**src/rtl/adp_pkg.sv**
```systemverilog
package adp_pkg;
  // Register byte offsets inside the window
  localparam logic [3:0] OFF_ADDR = 4'h0;
  localparam logic [3:0] OFF_LEN  = 4'h4;
  localparam logic [3:0] OFF_DIV  = 4'h8;
  localparam logic [3:0] OFF_STAT = 4'hC;
  // Status bit positions
  localparam int STAT_BUSY = 0;
  localparam int STAT_FULL = 1;
  // Bytes per stereo word
  localparam int WORD_BYTES = 4;
endpackage

```
**src/rtl/adp_regs.sv**
```systemverilog
module adp_regs
  import adp_pkg::*;
#(
  parameter int ADDR_W = 24,
  parameter int LEN_W  = 18,
  parameter int DIV_W  = 16,
  parameter int BUS_W  = 32
) (
  input  logic              clk,
  input  logic              rst_n,
  input  logic              wr_en,
  input  logic [3:0]        addr,
  input  logic [BUS_W-1:0]  wdata,
  output logic [BUS_W-1:0]  rdata,
  input  logic              busy,
  input  logic              full,
  output logic              push,
  output logic [ADDR_W-1:0] push_addr,
  output logic [LEN_W-1:0]  push_len,
  output logic [DIV_W-1:0]  div
);
  logic [ADDR_W-1:0] addr_q, addr_d;
  logic [LEN_W-1:0]  len_q, len_d, len_masked;
  logic [DIV_W-1:0]  div_q, div_d;
  logic              len_wr;

  assign len_masked = {wdata[LEN_W-1:3], 3'b000};

  always_comb begin
    addr_d = addr_q;
    len_d  = len_q;
    div_d  = div_q;
    len_wr = wr_en && (addr == OFF_LEN) && !full;
    if (wr_en && addr == OFF_ADDR) addr_d = wdata[ADDR_W-1:0];
    if (wr_en && addr == OFF_DIV)  div_d  = wdata[DIV_W-1:0];
    if (len_wr)                    len_d  = len_masked;
  end

  always_ff @(posedge clk or negedge rst_n) begin
    if (!rst_n) begin
      addr_q <= '0;
      len_q  <= '0;
      div_q  <= '0;
    end else begin
      addr_q <= addr_d;
      len_q  <= len_d;
      div_q  <= div_d;
    end
  end

  assign push      = len_wr && (len_masked != '0);
  assign push_addr = addr_q;
  assign push_len  = len_masked;
  assign div       = div_q;

  always_comb begin
    rdata = '0;
    case (addr)
      OFF_ADDR, OFF_LEN: rdata = BUS_W'(len_q);
      OFF_DIV:           rdata = BUS_W'(div_q);
      OFF_STAT: begin
        rdata[STAT_BUSY] = busy;
        rdata[STAT_FULL] = full;
      end
      default:           rdata = '0;
    endcase
  end
endmodule

```
**src/rtl/adp_queue.sv**
```systemverilog
module adp_queue #(
  parameter int ADDR_W = 24,
  parameter int LEN_W  = 18
) (
  input  logic              clk,
  input  logic              rst_n,
  input  logic              push,
  input  logic [ADDR_W-1:0] push_addr,
  input  logic [LEN_W-1:0]  push_len,
  input  logic              pop,
  output logic              busy,
  output logic              full,
  output logic              start,
  output logic [ADDR_W-1:0] head_addr,
  output logic [LEN_W-1:0]  head_len
);
  logic              hv_q, hv_d, tv_q, tv_d, start_q, start_d;
  logic [ADDR_W-1:0] ha_q, ha_d, ta_q, ta_d;
  logic [LEN_W-1:0]  hl_q, hl_d, tl_q, tl_d;

  always_comb begin
    hv_d = hv_q; tv_d = tv_q;
    ha_d = ha_q; hl_d = hl_q;
    ta_d = ta_q; tl_d = tl_q;
    start_d = 1'b0;
    // playing buffer finished: waiting one moves up
    if (pop) begin
      if (tv_q) begin
        ha_d = ta_q; hl_d = tl_q;
        tv_d = 1'b0; start_d = 1'b1;
      end else begin
        hv_d = 1'b0;
      end
    end
    // new transfer (the register file already refuses it when full)
    if (push) begin
      if (!hv_d) begin
        ha_d = push_addr; hl_d = push_len;
        hv_d = 1'b1; start_d = 1'b1;
      end else if (!tv_d) begin
        ta_d = push_addr; tl_d = push_len;
        tv_d = 1'b1;
      end
    end
  end

  always_ff @(posedge clk or negedge rst_n) begin
    if (!rst_n) begin
      hv_q <= 1'b0; tv_q <= 1'b0; start_q <= 1'b0;
      ha_q <= '0; hl_q <= '0; ta_q <= '0; tl_q <= '0;
    end else begin
      hv_q <= hv_d; tv_q <= tv_d; start_q <= start_d;
      ha_q <= ha_d; hl_q <= hl_d; ta_q <= ta_d; tl_q <= tl_d;
    end
  end

  assign busy      = hv_q;
  assign full      = hv_q && tv_q;
  assign start     = start_q;
  assign head_addr = ha_q;
  assign head_len  = hl_q;
endmodule

```
**src/rtl/adp_pacer.sv**
```systemverilog
module adp_pacer #(
  parameter int DIV_W = 16
) (
  input  logic             clk,
  input  logic             rst_n,
  input  logic             run,
  input  logic [DIV_W-1:0] div,
  output logic             strobe
);
  logic [DIV_W-1:0] cnt_q, cnt_d;

  always_comb begin
    strobe = 1'b0;
    if (!run) begin
      cnt_d = div;
    end else if (cnt_q == '0) begin
      cnt_d  = div;
      strobe = 1'b1;
    end else begin
      cnt_d = cnt_q - DIV_W'(1);
    end
  end

  always_ff @(posedge clk or negedge rst_n) begin
    if (!rst_n) cnt_q <= '0;
    else        cnt_q <= cnt_d;
  end
endmodule

```
**src/rtl/adp_stream.sv**
```systemverilog
module adp_stream
  import adp_pkg::*;
#(
  parameter int ADDR_W = 24,
  parameter int LEN_W  = 18,
  parameter int WORD_W = 32
) (
  input  logic              clk,
  input  logic              rst_n,
  input  logic              start,
  input  logic [ADDR_W-1:0] start_addr,
  input  logic [LEN_W-1:0]  start_len,
  input  logic              strobe,
  output logic              mem_req,
  output logic [ADDR_W-1:0] mem_addr,
  input  logic              mem_rvalid,
  input  logic [WORD_W-1:0] mem_rdata,
  output logic [WORD_W-1:0] word,
  output logic              word_valid,
  output logic              done
);
  localparam int WCNT_W = LEN_W - 2;

  logic [ADDR_W-1:0] fa_q, fa_d;
  logic [WCNT_W-1:0] fl_q, fl_d, pl_q, pl_d;
  logic              out_q, out_d, bv_q, bv_d, wv_q, wv_d, dn_q, dn_d;
  logic [WORD_W-1:0] buf_q, buf_d, w_q, w_d;
  logic              consume;

  assign mem_req = (fl_q != '0) && !out_q && !bv_q;
  assign consume = strobe && bv_q;

  always_comb begin
    fa_d = fa_q; fl_d = fl_q; pl_d = pl_q;
    out_d = out_q; bv_d = bv_q; buf_d = buf_q; w_d = w_q;
    wv_d = 1'b0; dn_d = 1'b0;
    if (start) begin
      fa_d = start_addr;
      fl_d = start_len[LEN_W-1:2];
      pl_d = start_len[LEN_W-1:2];
    end else if (mem_req) begin
      fa_d  = fa_q + ADDR_W'(WORD_BYTES);
      fl_d  = fl_q - WCNT_W'(1);
      out_d = 1'b1;
    end
    if (mem_rvalid) begin
      out_d = 1'b0;
      bv_d  = 1'b1;
      buf_d = mem_rdata;
    end
    if (consume) begin
      bv_d = 1'b0;
      w_d  = buf_q;
      wv_d = 1'b1;
      pl_d = pl_q - WCNT_W'(1);
      dn_d = (pl_q == WCNT_W'(1));
    end
  end

  always_ff @(posedge clk or negedge rst_n) begin
    if (!rst_n) begin
      fa_q <= '0; fl_q <= '0; pl_q <= '0;
      out_q <= 1'b0; bv_q <= 1'b0; wv_q <= 1'b0; dn_q <= 1'b0;
      buf_q <= '0; w_q <= '0;
    end else begin
      fa_q <= fa_d; fl_q <= fl_d; pl_q <= pl_d;
      out_q <= out_d; bv_q <= bv_d; wv_q <= wv_d; dn_q <= dn_d;
      buf_q <= buf_d;
      if (consume) w_q <= w_d;
    end
  end

  assign mem_addr   = fa_q;
  assign word       = w_q;
  assign word_valid = wv_q;
  assign done       = dn_q;
endmodule

```
**src/rtl/audio_dma_player.sv**
```systemverilog
module audio_dma_player #(
  parameter int ADDR_W   = 24,
  parameter int LEN_W    = 18,
  parameter int DIV_W    = 16,
  parameter int SAMPLE_W = 16,
  parameter int BUS_W    = 32
) (
  input  logic                  clk,
  input  logic                  rst_n,
  input  logic                  reg_wr_en,
  input  logic [3:0]            reg_addr,
  input  logic [BUS_W-1:0]      reg_wdata,
  output logic [BUS_W-1:0]      reg_rdata,
  output logic                  mem_req,
  output logic [ADDR_W-1:0]     mem_addr,
  input  logic                  mem_rvalid,
  input  logic [2*SAMPLE_W-1:0] mem_rdata,
  output logic [SAMPLE_W-1:0]   sample_left,
  output logic [SAMPLE_W-1:0]   sample_right,
  output logic                  sample_valid,
  output logic                  irq
);
  localparam int WORD_W = 2 * SAMPLE_W;
  localparam int NCH    = 2;

  logic [1:0]        rs_q;
  logic              rst_core_n;
  logic              q_busy, q_full, q_start, push, pop, strobe;
  logic [ADDR_W-1:0] push_addr, head_addr;
  logic [LEN_W-1:0]  push_len, head_len;
  logic [DIV_W-1:0]  div;
  logic [WORD_W-1:0] word;
  logic [SAMPLE_W-1:0] ch [NCH];

  // reset asserts at once, releases on a clock edge
  always_ff @(posedge clk or negedge rst_n) begin
    if (!rst_n) rs_q <= '0;
    else        rs_q <= {rs_q[0], 1'b1};
  end
  assign rst_core_n = rs_q[1];

  adp_regs #(.ADDR_W(ADDR_W), .LEN_W(LEN_W), .DIV_W(DIV_W), .BUS_W(BUS_W)) regs_i (
    .clk(clk), .rst_n(rst_core_n), .wr_en(reg_wr_en), .addr(reg_addr),
    .wdata(reg_wdata), .rdata(reg_rdata), .busy(q_busy), .full(q_full),
    .push(push), .push_addr(push_addr), .push_len(push_len), .div(div));

  adp_queue #(.ADDR_W(ADDR_W), .LEN_W(LEN_W)) queue_i (
    .clk(clk), .rst_n(rst_core_n), .push(push), .push_addr(push_addr),
    .push_len(push_len), .pop(pop), .busy(q_busy), .full(q_full),
    .start(q_start), .head_addr(head_addr), .head_len(head_len));

  adp_pacer #(.DIV_W(DIV_W)) pacer_i (
    .clk(clk), .rst_n(rst_core_n), .run(q_busy), .div(div), .strobe(strobe));

  adp_stream #(.ADDR_W(ADDR_W), .LEN_W(LEN_W), .WORD_W(WORD_W)) stream_i (
    .clk(clk), .rst_n(rst_core_n), .start(q_start), .start_addr(head_addr),
    .start_len(head_len), .strobe(strobe), .mem_req(mem_req),
    .mem_addr(mem_addr), .mem_rvalid(mem_rvalid), .mem_rdata(mem_rdata),
    .word(word), .word_valid(sample_valid), .done(pop));

  // channel k takes the k-th sample slice of the word, right in the low half
  for (genvar k = 0; k < NCH; k++) begin : g_ch
    assign ch[k] = word[k*SAMPLE_W +: SAMPLE_W];
  end

  assign sample_right = ch[0];
  assign sample_left  = ch[1];
  assign irq          = q_start;
endmodule

```
**config.mk**
```make
export PLATFORM = sky130hd
export DESIGN_NAME = audio_dma_player
export DESIGN_NICKNAME = d
export VERILOG_FILES = /design/src/rtl/adp_pkg.sv /design/src/rtl/adp_regs.sv /design/src/rtl/adp_queue.sv /design/src/rtl/adp_pacer.sv /design/src/rtl/adp_stream.sv /design/src/rtl/audio_dma_player.sv
export SDC_FILE = /design/constraint.sdc
export NUM_CORES = 1
export LEC_CHECK = 0
export BUFFER_PORTS_ARGS = -buffer_cell sky130_fd_sc_hd__buf_2
export CAP_MARGIN = 10
export CORE_MARGIN = 2
export CORE_UTILIZATION = 58
export CTS_CLUSTER_DIAMETER = 30
export DETAILED_ROUTE_END_ITERATION = 6
export GPL_TIMING_DRIVEN = 0
export PLACE_DENSITY = 0.81
export RECOVER_POWER = 100
export SYNTH_ARGS = -nofsm -noshare
export SYNTH_HDL_FRONTEND = slang
export SYNTH_SLANG_ARGS = --single-unit
```
**constraint.sdc**
```tcl
create_clock -name clk -period 11 [get_ports clk]
set_input_delay 2.2 -clock clk [delete_from_list [all_inputs] [get_ports clk]]
set_output_delay 2.2 -clock clk [all_outputs]
set_load 0.01 [all_outputs]
```
After elaboration in Yosys (flattened, before gate mapping)
Index checks and enable logic that the tools add are counted.
- output and inout port bits: 91
- register bits after elaboration: 281
- add/subtract/negate cells: 4
- reduce and logical (&&, ||, !) cells: 23
- bitwise logic cells: 1
- equality and inequality tests: 5
- multiplexer cells: 37
- operator list (cell ; count):
    2-to-1 mux 24 bit ; 6
    2-to-1 mux 16 bit ; 6
    2-to-1 mux 18 bit ; 4
    subtractor 16 x 1 -> 16 bit (second input constant) ; 3
    case mux 16 bit (2 select lines) ; 1
    adder 24 x 3 -> 24 bit (second input constant) ; 1
    2-to-1 mux 1 bit ; 19
    nonzero test 18 bit ; 1
    == test 16 x 1 -> 1 bit (second input constant) ; 1
    logical NOT 16 bit ; 1
    nonzero test 16 bit ; 1
    logical AND 1 bit ; 9
    == test 4 bit (second input constant) ; 2
    nonzero test 2 bit ; 4
    == test 4 x 3 -> 1 bit (second input constant) ; 1
    logical NOT 4 bit ; 1
    case mux 2 bit (2 select lines) ; 1
    logical NOT 1 bit ; 3
    AND reduction 3 bit ; 1
    != test 2 bit (second input constant) ; 1
    AND reduction 2 bit ; 1
    OR reduction 2 bit ; 1
    NOT 1 bit ; 1

Depth between registers and ports, before layout
- depth after elaboration: 6
- mapped depth: 10

Modules after synthesis
From an unflattened synthesis, not the netlist that was laid out.
- cells, all modules: 1107
- area, all modules: 13195.2 sq um
- modules (own cells, without submodules) (module ; area each (sq um) ; instances ; cells each):
    adp_stream ; 5818.1 ; 1 ; 585
    adp_queue ; 3811.2 ; 1 ; 239
    adp_regs ; 2595.0 ; 1 ; 184
    adp_pacer ; 917.1 ; 1 ; 96
    audio_dma_player ; 53.8 ; 1 ; 3

Worst setup path after synthesis
Ideal clock, no wire load.
- kind: input port to output port
- start: input port reg_addr[1]
- end: output port reg_rdata[10]
- stages on the path: 5
- setup slack: 5.681 ns
- path buffers: 1
- arrival time: 3.119 ns
- path through: nor2_1 > nand2_1 > nor2_1 > clkbuf_1 > a22o_1
- word-level cells in the longest chain between the ends: 3
- RTL lines (what ; line ; text):
    start, declared ; audio_dma_player.sv:11 ; input logic [3:0] reg_addr,
    == test 4 x 3 -> 1 bit or logical NOT 4 bit (tied branches) ; adp_regs.sv:58 ; case (addr)
    OR reduction 2 bit ; adp_regs.sv:58 ;
    case mux 16 bit (2 select lines) * ; adp_regs.sv:58 ;
    end, declared ; audio_dma_player.sv:13 ; output logic [BUS_W-1:0] reg_rdata,
Every way passes the cells marked *; elsewhere a longest branch is shown, timed or not.

==> impl_metrics.csv <==
group,metric,value,unit
clocking,cts_resized,0,
yosys,synth-seq-cells,279,
critical_path,required,10.78,ns
critical_path,reg2regPathDepth,2,
final_layout,final_nets,1418,
floorplan,core-area,21700,um2
power,leakage,0.00707,uW
grt,grt_max_degree,75,
status,run_status,"complete, but fails checks",
power,powerDensity,254,nW/um2
final_layout,area_growth,20.8,%
critical_path,crit_type,"reg -> async",
floorplan,ioPinCount,163,
critical_path,critical_path_arrival,6.32,ns
timing,relSlewSlack,-154,%
power,ir_drop,0.193,mV
flow_run,drv_cap,4,
timing,rsz0062_at_grt,"false",
detailed_routing,viasPerCell,5.79,
grt,grt_antenna_before_repair,0,
grt,grt_pass1_wl,52000,um
critical_path,r2r_start,"rs_q[1]",
yosys,syn_area_per_cell,11.3,um2
clocking,path_clk_slew,0.05,ns
timing,drv_slew,266,
placement,io_buffers,138,
yosys,synth_area_leaders,"dfrtp_1 (55%), mux2_2 (8.2%), nand2_1 (4.9%)",
yosys,yosysSeqAreaShare,54.8,%
detailed_routing,routedWlPerCell,19.2,um
timing,worst_slew_pin_slew,3.80,ns
status,violations,"max-capacitance violations, max-slew violations",
yosys,ys_async_sr_fraction,100,%
yosys,ys_warn_count,0,
yosys,netlist_area,12700,um2
grt,track_usage,27.7,%
placement,dp.cells,1561,
timing,whs,0.297,ns
grt,grt_overflow,0,
detailed_routing,drt-pass1-iter-count,5,
detailed_routing,drtIter0Drc,713,
floorplan,die_h,152,um
floorplan,fp.dieW,152,um
critical_path,endpoint,"stream_i.mem_addr[7]",
detailed_routing,drc,0,
final_layout,instances_no_fill,1666,
power,power,3910,uW
clocking,cts.sink_count,279,
timing,max_freq,153,MHz
placement,place.gp.congestion,0.865,
clocking,cts-htree-levels,2,
floorplan,rows,54,
min_path,hp-class,"reg -> async",
yosys,yosysTopAreaCell,"dfrtp_1",
clocking,cts_buffer_depth,3,
final_layout,drive_gt1_share,20.9,%
detailed_routing,antenna_left,0,
critical_path,cp_max_fo,74,
yosys,ys_types,65,
clocking,clock_latency,0.55,ns
floorplan,start_util,58.8,%
timing,finalCriticalPeriod,6.54,ns
clocking,cts_buffers,56,
final_layout,antenna_cells,0,
final_layout,final_util,71.0,%
timing,fin_crit_sh,59.5,%
detailed_routing,routed_wl,32000,um
timing,setup_viol,0,
timing,hold_viol,0,
critical_path,cp-end-kind,"async pin",
clocking,cts_setup_buffers,0,
placement,place_hpwl,21000,um
yosys,syn_inst,1126,
critical_path,regToRegEndpoint,"stream_i.mem_addr[7]",
clocking,ctsRootBufferMaster,"clkbuf_16",
detailed_routing,via_count,9642,
timing,finClkSkew,0.0182,ns
grt,grt_pass1_vias,9973,
yosys,synth_top_area_share,54.8,%
critical_path,rrSetupSlack,4.46,ns
clocking,cts_hold_buf,0,
final_layout,fillers,1572,
floorplan,dieArea,23200,um2
yosys,synth_ff_type,"dfrtp_1",
critical_path,cp-startpoint,"rs_q[1]",
yosys,synth-edff-count,0,
clocking,cts_tree,"built",
critical_path,startpoint_type,"flip-flop",
## registers in the layout (all words and copies together) (netlist names), 2 cells and up
| name | count |
|---|---|
| regs_i.len_q | 15 |
| regs_i.push_addr | 24 |
| stream_i.word | 32 |
| rs_q | 2 |
| queue_i.head_len | 16 |
| regs_i.div | 16 |
| stream_i.buf_q | 32 |
| stream_i.mem_addr | 24 |
| pacer_i.cnt_q | 16 |
| stream_i.fl_q | 16 |
| queue_i.tl_q | 15 |
| queue_i.ta_q | 24 |
| stream_i.pl_q | 16 |
| queue_i.head_addr | 24 |
## per-stage QoR
step	TNS [ns]	worst slack [ns]	instance area [um2]
after floorplan	0	2.65	12800
after global placement	-31.59	-0.137	13800
after detailed placement	0	5.23	13900
after CTS	0	5.19	15900
after global routing	0	3.14	15400
final	0	4.46	15400
## worst max-delay path, cell delays in order (launching register included)
cell	delay, ns
dfrtp_1	0.80
clkbuf_1	2.10
clkbuf_1	2.80
## synthesized netlist by cell type, types with 20 or more instances
cell type	number
dfrtp_1	279
nand2_1	167
mux2_2	93
nor2_1	75
a21oi_1	59
o21ai_0	55
mux2i_1	41
mux2_4	39
clkbuf_1	29
xor2_1	29
nand3_1	21
buf_4	20
## cell families after synthesis
group                      count (synthesis)  synth area share [%]
muxes                                    173                  16.0
adders and majority gates                  7                 0.687
xor gates and xnor gates                  45                  3.09
buffers and inverters                     91                  4.00
DFF                                      279                  54.8
AOI/OAI and AO/OA                        161                  7.35
other                                      2                0.0589
and+or+nand+nor                          368                  14.0
## worst min path at each step
stage,startpoint,to,slack (ns),cells past startpoint
2_1_floorplan,rs_q[0],rs_q[1],0.33,0
4_1_cts,rs_q[1],stream_i.word_valid,0.21,0
6_report,rs_q[1],stream_i.word_valid,0.30,0
5_1_grt,rs_q[0],rs_q[1],0.36,0
3_5_place_dp,rs_q[1],stream_i.word_valid,0.21,0
3_3_place_gp,rs_q[0],rs_q[1],0.33,0
## per-layer routing
layer	GRT usage [%]	up-vias	part of all wire, %
li1	-	4357	-
met1	36.1	4758	41
met2	46.0	433	49
met3	4.78	94	6.4
met4	12.4	0	3.2
met5	0	-	0
## cell type report
cell class              count  area [um2]  area share [%]
plain buffers              72         339            2.20
flip-flops and latches    279        6980            45.4
clock inverters            39         410            2.67
multi-input cells         769        5110            33.2
well taps                 280         350            2.28
repair buffers            142         612            3.97
inverters                  19        71.3           0.463
clock buffers              66        1520            9.88
## cells in the final DEF, fill, tap and decap left out, types with 18 or more instances in the layout
master     Yosys  layout
dfrtp_1      279     279
nand2_1      167     169
clkbuf_1      29     134
mux2_2        93      89
nor2_1        75      76
buf_2         14      68
a21oi_1       59      59
o21ai_0       55      58
clkbuf_16      0      57
mux2i_1       41      41
mux2_1         0      39
xor2_1        29      29
nand3_1       21      21
nand4_1       19      20
inv_1         17      18
## where the power goes
group	switching [uW]	leakage, uW	total, uW	internal [uW]
clock	570	0.000919	1680	1110
sequential	261	0.00334	1580	1320
combinational	350	0.00281	642	292
total	1180	0.00707	3910	2730
No activity file was read; power rests on OpenSTA's default activity.
